$ cat src/rtl/tdr_pkg.sv
package tdr_pkg;
  localparam int unsigned DW        = 32;
  localparam int unsigned OWN_BIT   = 31;
  localparam int unsigned FIRST_BIT = 29;
  localparam int unsigned LAST_BIT  = 28;
  localparam int unsigned EOR_BIT   = 15;
  localparam int unsigned LEN_W     = 14;
  localparam int unsigned DESC_SZ   = 16;  // bytes per descriptor
  localparam int unsigned BUF_OFS   = 12;  // byte offset of buffer pointer word
  localparam int unsigned POLL_OFS  = 'h18;
  localparam int unsigned BASE_OFS  = 'h20;

  typedef enum logic [2:0] {
    ST_IDLE,
    ST_RD_CTRL,
    ST_RD_BUF,
    ST_RD_DATA,
    ST_STREAM,
    ST_WR_BACK
  } tdr_state_e;
endpackage

$ cat src/rtl/tdr_regs.sv
module tdr_regs #(
  parameter int unsigned AW     = 32,
  parameter int unsigned REG_AW = 8
) (
  input  logic              clk_i,
  input  logic              rst_ni,
  input  logic              reg_we_i,
  input  logic [REG_AW-1:0] reg_addr_i,
  input  logic [31:0]       reg_wdata_i,
  output logic [AW-1:0]     base_o,
  output logic [AW-1:0]     base_nxt_o,
  output logic              base_wr_o,
  output logic              poll_o
);
  import tdr_pkg::*;

  localparam logic [AW-1:0] ALIGN_MASK = ~AW'(DESC_SZ - 1);

  logic [AW-1:0] base_q;

  assign base_wr_o  = reg_we_i && (reg_addr_i == REG_AW'(BASE_OFS));
  assign poll_o     = reg_we_i && (reg_addr_i == REG_AW'(POLL_OFS));
  assign base_nxt_o = reg_wdata_i[AW-1:0] & ALIGN_MASK;
  assign base_o     = base_q;

  always_ff @(posedge clk_i or negedge rst_ni) begin
    if (!rst_ni)        base_q <= '0;
    else if (base_wr_o) base_q <= base_nxt_o;
  end
endmodule

$ cat src/rtl/tdr_unpack.sv
module tdr_unpack #(
  parameter int unsigned DW = 32,
  localparam int unsigned LANES = DW / 8,
  localparam int unsigned SELW  = $clog2(LANES)
) (
  input  logic [DW-1:0]   word_i,
  input  logic [SELW-1:0] sel_i,
  output logic [7:0]      byte_o
);
  logic [7:0] lane [LANES];

  for (genvar g = 0; g < LANES; g++) begin : g_lane
    assign lane[g] = word_i[8*g +: 8];
  end

  assign byte_o = lane[sel_i];
endmodule

$ cat src/rtl/tdr_ctrl.sv
module tdr_ctrl #(
  parameter int unsigned AW = 32,
  localparam int unsigned DW   = tdr_pkg::DW,
  localparam int unsigned SELW = $clog2(DW / 8),
  localparam int unsigned LW   = tdr_pkg::LEN_W
) (
  input  logic            clk_i,
  input  logic            rst_ni,
  input  logic [AW-1:0]   base_i,
  input  logic [AW-1:0]   base_nxt_i,
  input  logic            base_wr_i,
  input  logic            poll_i,
  output logic            mem_req_o,
  output logic            mem_we_o,
  output logic [AW-1:0]   mem_addr_o,
  output logic [DW-1:0]   mem_wdata_o,
  input  logic            mem_ack_i,
  input  logic [DW-1:0]   mem_rdata_i,
  output logic [DW-1:0]   word_o,
  output logic [SELW-1:0] sel_o,
  output logic            tx_valid_o,
  output logic            tx_sof_o,
  output logic            tx_eof_o,
  input  logic            tx_ready_i,
  output logic            done_o
);
  import tdr_pkg::*;

  tdr_state_e    state_q;
  logic [AW-1:0] ptr_q;
  logic [AW-1:0] cur_q;
  logic [DW-1:0] ctrl_q;
  logic [DW-1:0] word_q;
  logic [LW-1:0] remain_q;
  logic          first_q;
  logic          done_q;

  logic          last_byte;
  logic [AW-1:0] ptr_next;

  assign last_byte = (remain_q == LW'(1));
  assign ptr_next  = ctrl_q[EOR_BIT] ? base_i : ptr_q + AW'(DESC_SZ);

  always_comb begin
    mem_req_o  = 1'b1;
    mem_we_o   = 1'b0;
    mem_addr_o = ptr_q;
    unique case (state_q)
      ST_RD_CTRL: mem_addr_o = ptr_q;
      ST_RD_BUF:  mem_addr_o = ptr_q + AW'(BUF_OFS);
      ST_RD_DATA: mem_addr_o = {cur_q[AW-1:SELW], SELW'(0)};
      ST_WR_BACK: mem_we_o   = 1'b1;
      default:    mem_req_o  = 1'b0;
    endcase
  end

  assign mem_wdata_o = ctrl_q & ~(DW'(1) << OWN_BIT);
  assign word_o      = word_q;
  assign sel_o       = cur_q[SELW-1:0];
  assign tx_valid_o  = (state_q == ST_STREAM);
  assign tx_sof_o    = tx_valid_o && first_q && ctrl_q[FIRST_BIT];
  assign tx_eof_o    = tx_valid_o && last_byte && ctrl_q[LAST_BIT];
  assign done_o      = done_q;

  always_ff @(posedge clk_i or negedge rst_ni) begin
    if (!rst_ni) begin
      state_q  <= ST_IDLE;
      ptr_q    <= '0;
      cur_q    <= '0;
      ctrl_q   <= '0;
      word_q   <= '0;
      remain_q <= '0;
      first_q  <= 1'b0;
      done_q   <= 1'b0;
    end else begin
      done_q <= 1'b0;
      unique case (state_q)
        ST_IDLE: begin
          if (base_wr_i)   ptr_q   <= base_nxt_i;
          else if (poll_i) state_q <= ST_RD_CTRL;
        end
        ST_RD_CTRL: if (mem_ack_i) begin
          ctrl_q  <= mem_rdata_i;
          state_q <= mem_rdata_i[OWN_BIT] ? ST_RD_BUF : ST_IDLE;
        end
        ST_RD_BUF: if (mem_ack_i) begin
          cur_q    <= mem_rdata_i[AW-1:0];
          remain_q <= ctrl_q[LW-1:0];
          first_q  <= 1'b1;
          state_q  <= (ctrl_q[LW-1:0] == '0) ? ST_WR_BACK : ST_RD_DATA;
        end
        ST_RD_DATA: if (mem_ack_i) begin
          word_q  <= mem_rdata_i;
          state_q <= ST_STREAM;
        end
        ST_STREAM: if (tx_ready_i) begin
          cur_q    <= cur_q + AW'(1);
          remain_q <= remain_q - LW'(1);
          first_q  <= 1'b0;
          if (last_byte)              state_q <= ST_WR_BACK;
          else if (&cur_q[SELW-1:0])  state_q <= ST_RD_DATA;
        end
        ST_WR_BACK: if (mem_ack_i) begin
          done_q  <= 1'b1;
          ptr_q   <= ptr_next;
          state_q <= ST_RD_CTRL;
        end
        default: state_q <= ST_IDLE;
      endcase
    end
  end
endmodule

$ cat src/rtl/tdr_engine.sv
module tdr_engine #(
  parameter int unsigned AW     = 32,
  parameter int unsigned REG_AW = 8
) (
  input  logic              clk_i,
  input  logic              rst_ni,
  input  logic              reg_we_i,
  input  logic [REG_AW-1:0] reg_addr_i,
  input  logic [31:0]       reg_wdata_i,
  output logic              mem_req_o,
  output logic              mem_we_o,
  output logic [AW-1:0]     mem_addr_o,
  output logic [31:0]       mem_wdata_o,
  input  logic              mem_ack_i,
  input  logic [31:0]       mem_rdata_i,
  output logic              tx_valid_o,
  output logic [7:0]        tx_data_o,
  output logic              tx_sof_o,
  output logic              tx_eof_o,
  input  logic              tx_ready_i,
  output logic              tx_done_o
);
  localparam int unsigned SELW = $clog2(tdr_pkg::DW / 8);

  logic [AW-1:0]   base;
  logic [AW-1:0]   base_nxt;
  logic            base_wr;
  logic            poll;
  logic [31:0]     word;
  logic [SELW-1:0] sel;

  tdr_regs #(.AW(AW), .REG_AW(REG_AW)) i_regs (
    .clk_i       (clk_i),
    .rst_ni      (rst_ni),
    .reg_we_i    (reg_we_i),
    .reg_addr_i  (reg_addr_i),
    .reg_wdata_i (reg_wdata_i),
    .base_o      (base),
    .base_nxt_o  (base_nxt),
    .base_wr_o   (base_wr),
    .poll_o      (poll)
  );

  tdr_ctrl #(.AW(AW)) i_ctrl (
    .clk_i       (clk_i),
    .rst_ni      (rst_ni),
    .base_i      (base),
    .base_nxt_i  (base_nxt),
    .base_wr_i   (base_wr),
    .poll_i      (poll),
    .mem_req_o   (mem_req_o),
    .mem_we_o    (mem_we_o),
    .mem_addr_o  (mem_addr_o),
    .mem_wdata_o (mem_wdata_o),
    .mem_ack_i   (mem_ack_i),
    .mem_rdata_i (mem_rdata_i),
    .word_o      (word),
    .sel_o       (sel),
    .tx_valid_o  (tx_valid_o),
    .tx_sof_o    (tx_sof_o),
    .tx_eof_o    (tx_eof_o),
    .tx_ready_i  (tx_ready_i),
    .done_o      (tx_done_o)
  );

  tdr_unpack #(.DW(tdr_pkg::DW)) i_unpack (
    .word_i (word),
    .sel_i  (sel),
    .byte_o (tx_data_o)
  );
endmodule

$ cat config.mk
export PLATFORM = sky130hd
export DESIGN_NAME = tdr_engine
export DESIGN_NICKNAME = d
export VERILOG_FILES = /design/src/rtl/tdr_pkg.sv /design/src/rtl/tdr_regs.sv /design/src/rtl/tdr_unpack.sv /design/src/rtl/tdr_ctrl.sv /design/src/rtl/tdr_engine.sv
export SDC_FILE = /design/constraint.sdc
export NUM_CORES = 1
export LEC_CHECK = 0
export ABC_CLOCK_PERIOD_IN_PS = 2600
export BUFFER_PORTS_ARGS = -buffer_cell sky130_fd_sc_hd__buf_2
export CORE_MARGIN = 5
export CORE_UTILIZATION = 45
export CTS_BUF_LIST = sky130_fd_sc_hd__clkbuf_4 sky130_fd_sc_hd__clkbuf_8
export DETAILED_ROUTE_END_ITERATION = 10
export PLACE_DENSITY_LB_ADDON = 0.1
export SLEW_MARGIN = 20
export SYNTH_ARGS = -nofsm -noshare
export SYNTH_HDL_FRONTEND = slang
export SYNTH_SLANG_ARGS = --single-unit
$ cat constraint.sdc
create_clock -name clk_i -period 2.6 [get_ports clk_i]
set_input_delay 0.13 -clock clk_i [delete_from_list [all_inputs] [get_ports clk_i]]
set_output_delay 0.13 -clock clk_i [all_outputs]
set_load 0.05 [all_outputs]
==> reports/summary.txt <==
CTS tree: built
Initial core utilization: 45.9%
Core area: 20,300 sq um
# H-tree levels: 4
Total Routing Usage GR: 24.5%
Leading register cell type out of synthesis: dfrtp_1
Status: complete, no violations
Port Buffer Count: 147
Worst r2r dst: i_ctrl.ptr_q[20]$_DFFE_PN0P_
Max Slew Vio Count: 0
Fin. Hold Viols: 0
Worst Setup Slack post-DPL: 479 ps
Routed wl met3: 1.59 mm
Total gr overflow: 0
Ratio of cells with drive above 1 in the final layout: 32.2%
R2R Setup Slk: 460 ps
DRC viols: 0
Fin cells: 1,388
Seq pwr share: 34.4%
Sw Pwr: 7.08 mW
Routed met2 length: 13.0 mm
Placed Instances: 1,294
Die Area: 23,700 sq um
Pwr dens: 1240 nW/um^2
Period utilisation layout: 95.8%
Ys Warns: 0
Int Power: 7.13 mW
Critical Path Sink: tx_eof_o
Final Util: 56.5%
Setup TNS after final layout: 0 ps
Tightest Pin Transition: 941 ps
Final setup fails: 0
Largest net degree at the start of global routing: 61
CTS Sinks: 170
RSZ-0062 raised after global routing: false
Slew margin rel.: 37.2%
CP endpoint kind: output port
Total power: 14.2 mW
TritonCTS buffer count: 17
Worst Hold Class: primary input to register
Post-layout min period: 2490 ps
DIE WIDTH: 154 um
Sequential area share after synthesis: 45.7%
Clock Root Buffer: clkbuf_8
EDFF count, synth: 0
WL met1: 13.9 mm
Vias per cell: 5.88
Top Layer Used: met4
DR pass1 iterations: 7
I/O Pins: 155
Mapped Cells: 907
Hold Path Depth: 2
Worst Path Required: 2470 ps
Routed Antenna Nets: 0
Syn Area/Cell: 10.3 sq um
Peak VDD IR: 0.843 mV
Fin nets: 1,184
Initial antenna violation count: 1
First-pass GRT wire length: 45.9 mm
Detailed placement HPWL: 20.6 mm
WS Path Type: register to output port
Worst-Skew Late Latency: 480 ps
Routability Congestion: 0.845
CP Launch Type: register
Clock skew: 19.6 ps
Clock Power Share: 14.9%
Critical R2R Launch: i_ctrl.state_q[2]$_DFFE_PN0P_
Sw Share: 49.8%
WL final: 28.9 mm
Flops & latches, synth: 170
R2R cell count: 8
CTS clk-pin slew, worst paths: 110 ps
Leak Pwr: 5.04 nW
Largest area contributor in the netlist: dfrtp_1
Maximum fanout along the worst path: 7
Via count: 8,157
Synth-to-layout area growth: 23.3%
Number of global-route vias before repair: 7,995
Setup crit start: i_ctrl.remain_q[9]$_DFFE_PN0P_
Fmax: 401 MHz
Count of cell types in the netlist: 74
Share of the synthesized area in the top cell type: 45.7%
Starting DRT DRC Count: 503
Post-CTS Setup Inserts: 0
Setup ws final: 109 ps
Clk buf depth: 2
Row Count: 52
Die height: 154 um
Synth top area cells: dfrtp_1 46%, mux2_2 13%, a21oi_1 4.0%
Wire length per cell: 20.9 um
Max cap viols: 0
Syn Std Cell Area: 9310 sq um
Gate power share: 50.8%
Post-synth ARST share: 100%
Crit path DAT: 2360 ps
[kinds of logic (layout without fill, tap and decap cells)]
group	after synthesis	after routing	synth area share (%)
adder cells (fa/ha/maj)	4	4	0.538
AO/OA/AOI/OAI	238	238	16.1
AND/OR/NAND/NOR	268	268	15.3
buffers and inverters	82	289	4.07
multiplexers	129	129	16.8
flip-flops	170	170	45.7
other	1	5	0.0403
XOR/XNOR	15	15	1.41
[how the worst min path moves through the flow]
stage	startpoint	endpoint	slack, ps
floorplan	rst_ni	i_ctrl.ctrl_q[0]$_DFFE_PN0P_	-170
global placement	rst_ni	i_regs.base_o[17]$_DFFE_PN0P_	180
detailed placement	rst_ni	i_ctrl.done_o$_DFF_PN0_	170
CTS	mem_rdata_i[14]	i_ctrl.ctrl_q[14]$_DFFE_PN0P_	30
global route	mem_rdata_i[14]	i_ctrl.word_o[14]$_DFFE_PN0P_	20
finish	mem_rdata_i[14]	i_ctrl.word_o[14]$_DFFE_PN0P_	60
[cell type report]
class / count / area, sq um
Antenna cell: 2 / 5.00
Clock buffer: 18 / 248
Clock inverter: 14 / 198
Fill cell: 1824 / 8820
Inverter: 15 / 56.3
Multi-Input combinational cell: 657 / 4710
Sequential cell: 170 / 4250
Tap cell: 270 / 338
Timing Repair Buffer: 242 / 1670
[synthesized netlist by cell type (12+ instances only)]
cell and n:
a21oi_1 75, a31oi_1 12, and3_1 19, buf_2 24
clkbuf_1 28, dfrtp_1 170, inv_1 14, mux2_2 107
nand2_1 63, nand3_1 39, nand4_1 24, nor2_1 51
nor3_1 17, o211ai_1 12, o21ai_0 55, xor2_1 13
[stage by stage]
stage	hold WS, ps	area, sq um
6_report	63.3	11500
5_1_grt	23.3	11500
4_1_cts	34.2	11500
3_5_place_dp	171	10400
3_3_place_gp	177	10400
2_1_floorplan	-166	9320
[layout by cell type (no fill, tap or decap), drive strengths merged, types with 6 or more instances in the layout]
cell         netlist  layout
nor3              18      18
a22oi              7       7
nand3             39      39
buf               39     181
o22ai             11      11
mux2i              6       6
inv               14      22
a222oi             6       6
dlygate4sd3        0      60
xor2              13      13
mux4               8       8
o21ai             61      61
nor2              52      52
a21oi             75      75
nand2             64      64
o211ai            12      12
clkbuf            28      19
or3                7       7
nand4             25      25
and3              19      19
o21a               6       6
nor4              13      13
mux2             115     115
dfrtp            170     170
a2bb2oi            9       9
a31oi             12      12
[sequential cells by signal, indices dropped and copies added, names as in the netlist]
signal,cells
i_ctrl.word_o,32
i_ctrl.remain_q,14
i_ctrl.state_q,3
i_ctrl.cur_q,32
i_ctrl.ctrl_q,31
i_ctrl.first_q,1
i_regs.base_o,28
i_ctrl.ptr_q,28
i_ctrl.done_o,1
[power by group through the flow]
| stage | logic [mW] | registers (mW) | clock network (mW) |
|---|---|---|---|
| 3_5_place_dp | 7.14 | 4.91 | 0 |
| 6_report | 7.21 | 4.88 | 2.11 |
| 2_1_floorplan | 4.76 | 5.29 | 0 |
| 3_3_place_gp | 7.08 | 4.87 | 0 |
| 4_1_cts | 7.22 | 4.86 | 2.16 |
| 5_1_grt | 7.74 | 5.03 | 2.25 |
[what timing repair did]
| action | CTS | global route |
|---|---|---|
| hold buffers | 60 | 0 |
| hold endpoints to repair | 177 | 0 |
| setup endpoints to repair | 0 | 1 |
| gates resized for setup | 0 | 2 |
[per-layer routing]
layer / up-vias / GRT usage (%)
met2: 266 / 36.7
met4: 0 / 6.06
met5: - / 0
li1: 3786 / -
met3: 33 / 4.24
met1: 4072 / 37.0
[worst max-delay path, cell delays in order (launching register included)]
cell      delay (ps)
dfrtp_1          460
or4_1            550
and4b_2          440
and3_1           200
clkbuf_4         230
Power figures use the tool's default switching activity.
